$ cat src/rtl/fbk_pkg.sv
package fbk_pkg;
    localparam int DATA_W    = 8;
    localparam int ADDR_W    = 3;
    localparam int BANK_W    = 2;
    localparam int DIV_W     = 2 * DATA_W;
    localparam logic [1:0] MODE_UART  = 2'd0;
    localparam logic [1:0] MODE_SIR   = 2'd1;
    localparam logic [1:0] MODE_SHARP = 2'd2;
    localparam logic [1:0] MODE_CIR   = 2'd3;

    typedef struct packed {
        logic       test_diag;
        logic       test_loop;
        logic       fifo_deep;
        logic       lock;
        logic [1:0] op_mode;
        logic       ext;
    } mode_t;

    typedef enum logic [2:0] {
        ACC_NONE,
        ACC_BANK,
        ACC_CFG,
        ACC_PRE,
        ACC_LEGDIV,
        ACC_SCRATCH,
        ACC_NEWDIV,
        ACC_UNMAP
    } acc_kind_e;
endpackage

$ cat src/rtl/fbk_decode.sv
module fbk_decode
    import fbk_pkg::*;
#(
    parameter int AW = ADDR_W,
    parameter int BW = BANK_W
) (
    input  logic          acc_en,
    input  logic [AW-1:0] addr,
    input  logic [BW-1:0] bank,
    input  logic          ext,
    input  logic          lock,
    output acc_kind_e     kind,
    output logic          hi_byte
);
    localparam logic [AW-1:0] BANK_ADDR = AW'((1 << AW) - 1);

    always_comb begin
        kind    = ACC_NONE;
        hi_byte = addr[0];
        if (acc_en) begin
            kind = ACC_UNMAP;
            if (addr == BANK_ADDR) begin
                kind = ACC_BANK;
            end else if (addr < AW'(2)) begin
                case (bank)
                    BW'(0): kind = addr[0] ? ACC_PRE : ACC_CFG;
                    BW'(1): kind = (lock && !ext) ? ACC_SCRATCH : ACC_LEGDIV;
                    BW'(2): kind = ACC_NEWDIV;
                    default: kind = ACC_UNMAP;
                endcase
            end
        end
    end
endmodule

$ cat src/rtl/fbk_fallback.sv
module fbk_fallback
    import fbk_pkg::*;
#(
    parameter int DW = DATA_W,
    parameter logic [DW-1:0] PRESCALE_DEFAULT = DW'(13)
) (
    input  mode_t         cur,
    output mode_t         nxt,
    output logic [DW-1:0] prescale
);
    always_comb begin
        nxt           = cur;
        nxt.fifo_deep = 1'b0;
        nxt.test_loop = 1'b0;
        nxt.test_diag = 1'b0;
        prescale      = PRESCALE_DEFAULT;
        if (cur.ext) begin
            nxt.ext = 1'b0;
            if (cur.op_mode != MODE_SIR && cur.op_mode != MODE_SHARP) begin
                nxt.op_mode = MODE_UART;
            end
        end
    end
endmodule

$ cat src/rtl/fbk_top.sv
module fbk_top
    import fbk_pkg::*;
#(
    parameter int              DW           = DATA_W,
    parameter int              AW           = ADDR_W,
    parameter logic [2*DW-1:0] DIV_RESET    = 16'h000C,
    parameter logic [DW-1:0]   PRESCALE_DEF = 8'd13
) (
    input  logic            clk,
    input  logic            rst_n,
    input  logic            acc_en,
    input  logic            acc_wr,
    input  logic [AW-1:0]   acc_addr,
    input  logic [DW-1:0]   acc_wdata,
    output logic [DW-1:0]   acc_rdata,
    output logic [2*DW-1:0] divisor,
    output logic [DW-1:0]   prescale,
    output logic            fifo_deep,
    output logic            test_loop,
    output logic            test_diag,
    output logic [1:0]      op_mode,
    output logic            ext_mode,
    output logic            lock,
    output logic            fallback_evt
);
    localparam int CFG_W = $bits(mode_t);

    typedef struct packed {
        mode_t               mode;
        logic [BANK_W-1:0]   bank;
        logic [2*DW-1:0]     div;
        logic [DW-1:0]       pre;
        logic [DW-1:0]       scr_lo;
        logic [DW-1:0]       scr_hi;
        logic                fb_evt;
    } state_t;

    state_t    st_q, st_d;
    acc_kind_e kind;
    logic      hi_byte;
    mode_t     fb_mode;
    logic [DW-1:0] fb_pre;

    fbk_decode #(.AW(AW), .BW(BANK_W)) u_dec (
        .acc_en (acc_en),
        .addr   (acc_addr),
        .bank   (st_q.bank),
        .ext    (st_q.mode.ext),
        .lock   (st_q.mode.lock),
        .kind   (kind),
        .hi_byte(hi_byte)
    );

    fbk_fallback #(.DW(DW), .PRESCALE_DEFAULT(PRESCALE_DEF)) u_fb (
        .cur     (st_q.mode),
        .nxt     (fb_mode),
        .prescale(fb_pre)
    );

    // read path, from current state
    always_comb begin
        acc_rdata = '0;
        case (kind)
            ACC_BANK:    acc_rdata = DW'(st_q.bank);
            ACC_CFG:     acc_rdata = DW'(st_q.mode);
            ACC_PRE:     acc_rdata = st_q.pre;
            ACC_LEGDIV,
            ACC_NEWDIV:  acc_rdata = hi_byte ? st_q.div[2*DW-1:DW] : st_q.div[DW-1:0];
            ACC_SCRATCH: acc_rdata = hi_byte ? st_q.scr_hi : st_q.scr_lo;
            default:     acc_rdata = '0;
        endcase
    end

    // next state
    always_comb begin
        st_d        = st_q;
        st_d.fb_evt = 1'b0;
        case (kind)
            ACC_BANK: if (acc_wr) st_d.bank = acc_wdata[BANK_W-1:0];
            ACC_CFG:  if (acc_wr) st_d.mode = mode_t'(acc_wdata[CFG_W-1:0]);
            ACC_PRE:  if (acc_wr) st_d.pre = acc_wdata;
            ACC_NEWDIV: begin
                if (acc_wr) begin
                    if (hi_byte) st_d.div[2*DW-1:DW] = acc_wdata;
                    else         st_d.div[DW-1:0]    = acc_wdata;
                end
            end
            ACC_LEGDIV: begin
                if (acc_wr) begin
                    if (hi_byte) st_d.div[2*DW-1:DW] = acc_wdata;
                    else         st_d.div[DW-1:0]    = acc_wdata;
                end
                st_d.mode   = fb_mode;
                st_d.pre    = fb_pre;
                st_d.fb_evt = 1'b1;
            end
            ACC_SCRATCH: begin
                if (acc_wr) begin
                    if (hi_byte) st_d.scr_hi = acc_wdata;
                    else         st_d.scr_lo = acc_wdata;
                end
            end
            default: ;
        endcase
    end

    always_ff @(posedge clk) begin
        if (!rst_n) begin
            st_q        <= '0;
            st_q.div    <= DIV_RESET;
            st_q.pre    <= PRESCALE_DEF;
        end else begin
            st_q <= st_d;
        end
    end

    assign divisor      = st_q.div;
    assign prescale     = st_q.pre;
    assign fifo_deep    = st_q.mode.fifo_deep;
    assign test_loop    = st_q.mode.test_loop;
    assign test_diag    = st_q.mode.test_diag;
    assign op_mode      = st_q.mode.op_mode;
    assign ext_mode     = st_q.mode.ext;
    assign lock         = st_q.mode.lock;
    assign fallback_evt = st_q.fb_evt;

    // bank-2 divisor access never falls back
    assert_bank2_quiet_R4: assert property (@(posedge clk) disable iff (!rst_n)
        (acc_en && acc_addr < AW'(2) && st_q.bank == BANK_W'(2)) |=> !fallback_evt);

    // common fallback actions
    assert_fb_common_R6: assert property (@(posedge clk) disable iff (!rst_n)
        fallback_evt |-> (!fifo_deep && !test_loop && !test_diag && prescale == PRESCALE_DEF));

    // extended fallback leaves extended mode, no consumer-IR survives
    assert_fb_ext_R7: assert property (@(posedge clk) disable iff (!rst_n)
        (acc_en && acc_addr < AW'(2) && st_q.bank == BANK_W'(1) && ext_mode)
        |=> (!ext_mode && op_mode != MODE_CIR && fallback_evt));

    // infrared modes are retained
    assert_fb_ir_keep_R8: assert property (@(posedge clk) disable iff (!rst_n)
        (acc_en && acc_addr < AW'(2) && st_q.bank == BANK_W'(1) && ext_mode
         && (op_mode == MODE_SIR || op_mode == MODE_SHARP)) |=> $stable(op_mode));

    // non-extended fallback leaves mode and extended flag alone
    assert_fb_plain_R9: assert property (@(posedge clk) disable iff (!rst_n)
        (acc_en && acc_addr < AW'(2) && st_q.bank == BANK_W'(1) && !ext_mode)
        |=> ($stable(op_mode) && !ext_mode));

    // locked legacy access touches neither divisor nor mode
    assert_lock_overlay_R11: assert property (@(posedge clk) disable iff (!rst_n)
        (acc_en && acc_addr < AW'(2) && st_q.bank == BANK_W'(1) && !ext_mode && lock)
        |=> ($stable(divisor) && $stable(prescale) && !fallback_evt && lock));

    // event lasts one cycle
    assert_evt_single_R12: assert property (@(posedge clk) disable iff (!rst_n)
        (fallback_evt && !(acc_en && acc_addr < AW'(2) && st_q.bank == BANK_W'(1)))
        |=> !fallback_evt);
endmodule

$ cat config.mk
export PLATFORM = sky130hd
export DESIGN_NAME = fbk_top
export DESIGN_NICKNAME = d
export VERILOG_FILES = /design/src/rtl/fbk_pkg.sv /design/src/rtl/fbk_decode.sv /design/src/rtl/fbk_fallback.sv /design/src/rtl/fbk_top.sv
export SDC_FILE = /design/constraint.sdc
export NUM_CORES = 1
export LEC_CHECK = 0
export ABC_AREA = 1
export BUFFER_PORTS_ARGS = -buffer_cell sky130_fd_sc_hd__buf_2
export CAP_MARGIN = 10
export CELL_PAD_IN_SITES_DETAIL_PLACEMENT = 2
export CELL_PAD_IN_SITES_GLOBAL_PLACEMENT = 2
export CORE_MARGIN = 2
export CORE_UTILIZATION = 29
export DETAILED_ROUTE_END_ITERATION = 6
export PLACE_DENSITY_LB_ADDON = 0.1
export SYNTH_ARGS = -nofsm -noshare
export SYNTH_HDL_FRONTEND = slang
export SYNTH_HIERARCHICAL = 1
export SYNTH_SLANG_ARGS = --single-unit
$ cat constraint.sdc
create_clock -name clk -period 2.6 [get_ports clk]
set_input_delay 0.65 -clock clk [delete_from_list [all_inputs] [get_ports clk]]
set_output_delay 0.65 -clock clk [all_outputs]
set_load 0.02 [all_outputs]
==> impl_metrics.csv <==
group,metric,value,unit
logic_synthesis,syn_inst,441,
floorplan,die_y,103,um
logic_synthesis,ys_seq_area_frac,0.355,
floorplan,starting_density_of_the_core,0.294,
grt,grt_pass1_vias,3083,
detailed_routing,drt-total-wl,10600,um
detailed_routing,drt_first_iter_violations,56,
grt,gr-usage-met1,0.267,
sta,grt_setup_unrepaired,"yes",
final_layout,final.fill_count,1196,
clocking,clk_path_buf_depth,2,
critical_path,cpLargestDelayFamily,"buffers and inverters",
critical_path,critical_path.startpoint,"acc_addr[0]",
sta,timing_max_transition_violations_final,0,
critical_path,r2r_slack,0.50,ns
pwr,powerDensity,511,nW/um^2
place,portBuffers,54,
pwr,irDropWorstVdd,0.000285,V
grt,grtUsageMet3,0.0339,
final_layout,layout.cells.non_filler,634,
sta,finalWorstSetupSlack,-0.0517,ns
clocking,cts_made_buffers,5,
min_path,timing.hold.worst.start,"st_q[14]",
sta,clock_skew,0.00429,ns
final_layout,area_growth,28.7,%
critical_path,crit_path_top_delay_cell,"a21oi_4",
place,numPlacedInstances,620,
logic_synthesis,synth.distinct_cells,25,
critical_path,cell_chain_of_the_critical_path,"buf_4 -> nand2_1 -> nand2_1 -> nand2_2 -> a21oi_4 -> buf_6 -> nor2_1 -> buf_4 -> buf_4 -> nand3_2 -> nand4_1 -> buf_6",
critical_path,worst-path-max-fanout,3,
place,place_congestion,0.876,
detailed_routing,drt_pre_antenna_iters,4,
sta,final-setup-viol-count,4,
grt,top_usage_layer,"met2",
final_layout,multiInputGateArea,1510,um^2
clocking,clk_latency,0.32,ns
clocking,clock_tree_from_tritoncts,"built",
detailed_routing,routed_via_density,4.68,
pwr,post-layout-total-power,1.86,mW
logic_synthesis,yosys_warnings,6,
sta,finalCritPeriodShare,1.02,
logic_synthesis,netlist_area,2820,um^2
floorplan,ioPinCount,55,
logic_synthesis,register_bit_total_from_synthesis,50,
place,pre_cts_ws,-0.222,ns
clocking,post_cts_hold_buffer_count,0,
grt,grtUsageMet2,0.363,
critical_path,critPathBufInv,5,
run,cap_violations,0,
grt,grt_start_max_net_pins,31,
critical_path,critPathCaptureType,"primary output",
sta,max_slew.worst_pin.slew,0.560,ns
final_layout,final_net_count,516,
floorplan,core_area,9590,um^2
sta,layout_min_cycle_time,2.65,ns
critical_path,path_common_cell,"buf_4",
outcome,violations_in_the_final_reports,"negative setup slack",
grt,grt_antenna_before_repair,0,
sta,hold_viol,0,
pwr,total_leakage_power,1.78,nW
clocking,clock_sinks,50,
detailed_routing,drc,0,
final_layout,layout-drive-gt1-share,0.301,
sta,timing.fmax,0.377,GHz
final_layout,insertedDiodeCount,0,
min_path,hold_class,"flop to flop",
grt,gr-usage-all-layers,0.208,
grt,grt_first_pass_wirelength,16400,um
sta,relSlewSlack,0.627,
clocking,cts.root.buffer_cell,"clkbuf_8",
critical_path,worstReg2RegStart,"st_q[42]",
floorplan,die_w,103,um
place,placedInstanceArea,3220,um^2
grt,grt-ovfl-total,0,
detailed_routing,wl_per_cell,16.8,um
logic_synthesis,synth_area_per_cell,6.40,um^2
critical_path,critPathLaunchType,"input pin",
critical_path,critPathArrivalTime,2.00,ns
detailed_routing,drtAntennaViolNets,0,
place,dp_hpwl,7900,um
critical_path,required_time_at_the_worst_slack_endpoint,1.95,ns
critical_path,worst_path_largest_cell_delay,0.18,ns
final_layout,layout.area.seq,1010,um^2
critical_path,critical_path_class,"input pin to primary output",
final_layout,final_area,3630,um^2
outcome,run_status,"finished with violations",
detailed_routing,vias_after_detailed_routing,2964,
clocking,htree_num_levels,2,
clocking,worst_setup_hold_path_clk_slew,0.10,ns
floorplan,rows,36,
floorplan,die_area,10500,um^2
[Yosys cell counts]
master / instances / share of area
buf_2: 5 / 0.0089
nand2_2: 1 / 0.0022
a21oi_1: 21 / 0.037
inv_1: 29 / 0.039
inv_2: 2 / 0.0027
nor3_1: 2 / 0.0035
conb_1: 2 / 0.0027
or2_2: 1 / 0.0022
buf_4: 42 / 0.11
nand2_1: 112 / 0.15
nor2_2: 4 / 0.0089
dfxtp_1: 50 / 0.35
a21oi_2: 1 / 0.0031
nand4_1: 4 / 0.0089
o21ai_0: 33 / 0.059
nand3_1: 28 / 0.050
o211ai_1: 4 / 0.011
nor3_4: 1 / 0.0058
nor2_1: 83 / 0.11
a31oi_1: 1 / 0.0022
nand3b_1: 5 / 0.013
clkinv_1: 1 / 0.0013
nand3_2: 1 / 0.0035
clkbuf_1: 7 / 0.0093
buf_1: 1 / 0.0013
[path summary, 6_finish.rpt]
check | end | cells after the start
worst max-delay path | acc_rdata[5] | 12
worst min-delay path | st_q[14] | 2
worst max register to register | st_q[7] | 12
worst min register to register | st_q[14] | 2
[layout by cell type, fill, tap and decap left out, types with 4 or more instances in the layout]
cell	synthesis	final
dfxtp_1	50	46
inv_1	29	23
conb_1	2	12
nor2_1	83	80
o211ai_1	4	4
buf_6	0	16
nand2_2	1	10
clkbuf_8	0	5
nand3b_1	5	5
nand2_1	112	101
buf_2	5	43
nor2_2	4	5
buf_4	42	37
nand3_2	1	6
o21ai_0	33	31
inv_2	2	5
nand3_1	28	22
nand4_1	4	4
a21oi_1	21	18
[layer usage]
metal	routed length (um)	up-vias
met4	134	0
met5	0	-
li1	-	1462
met3	312	9
met1	4900	1445
met2	5290	48
[worst register-to-register path, cell delays in order (launching register included)]
cell and delay, ns:
dfxtp_4 0.38, inv_4 0.06, nand2_1 0.06, nand2_1 0.09, nand2_2 0.07, a21oi_4 0.18, buf_6 0.13, nand3_4 0.10
buf_4 0.17, nor2_2 0.29, inv_1 0.24, nor2_1 0.17, nor2_1 0.06
[state kept, by name (all words and copies together), names as in the netlist]
signal and flops:
divisor 16, ext_mode 1, fallback_evt 1, fifo_deep 1
lock 1, op_mode 2, prescale 8, st_q 18
test_diag 1, test_loop 1
[what timing repair did]
| item | CTS | global route |
|---|---|---|
| resized for setup | 55 | 26 |
| pin swaps | 11 | 14 |
| endpoints found under the hold margin | 0 | 0 |
| buffers inserted | 5 | 2 |
| endpoints found under the setup margin | 8 | 8 |
[where the power goes]
| part | leakage [nW] | total (mW) | switching [mW] | internal (mW) |
|---|---|---|---|---|
| clock network | 0.0542 | 0.582 | 0.298 | 0.284 |
| registers | 0.409 | 0.833 | 0.0323 | 0.800 |
| logic | 1.32 | 0.441 | 0.271 | 0.170 |
| total | 1.78 | 1.86 | 0.602 | 1.25 |
[kinds of logic (layout without fill, tap and decap cells)]
kind of cell           Yosys count  in the layout  synth area share
buffers and inverters           87            137             0.174
AND/OR/NAND/NOR                242            242             0.357
other                            2             12           0.00266
flip-flops                      50             50             0.355
AO/OA/AOI/OAI                   60             60             0.112
[metrics by stage]
stage               hold slack, ns  utilization  setup TNS (ns)
floorplan                    0.447            -               0
global placement             0.463        0.335          -0.994
detailed placement           0.480        0.335           -1.47
CTS                          0.499        0.369         -0.0591
global route                 0.526        0.379          -0.853
finish                       0.493        0.379         -0.0867
[cell type report]
| cell class | count | share of cell area |
|---|---|---|
| clock buffer | 5 | 0.0189 |
| timing repair buffer | 98 | 0.194 |
| multi-input combinational | 314 | 0.417 |
| clock inverter | 2 | 0.0107 |
| sequential | 50 | 0.278 |
| inverter | 32 | 0.0358 |
| tap | 133 | 0.0458 |
(Power assumes the default switching activity.)
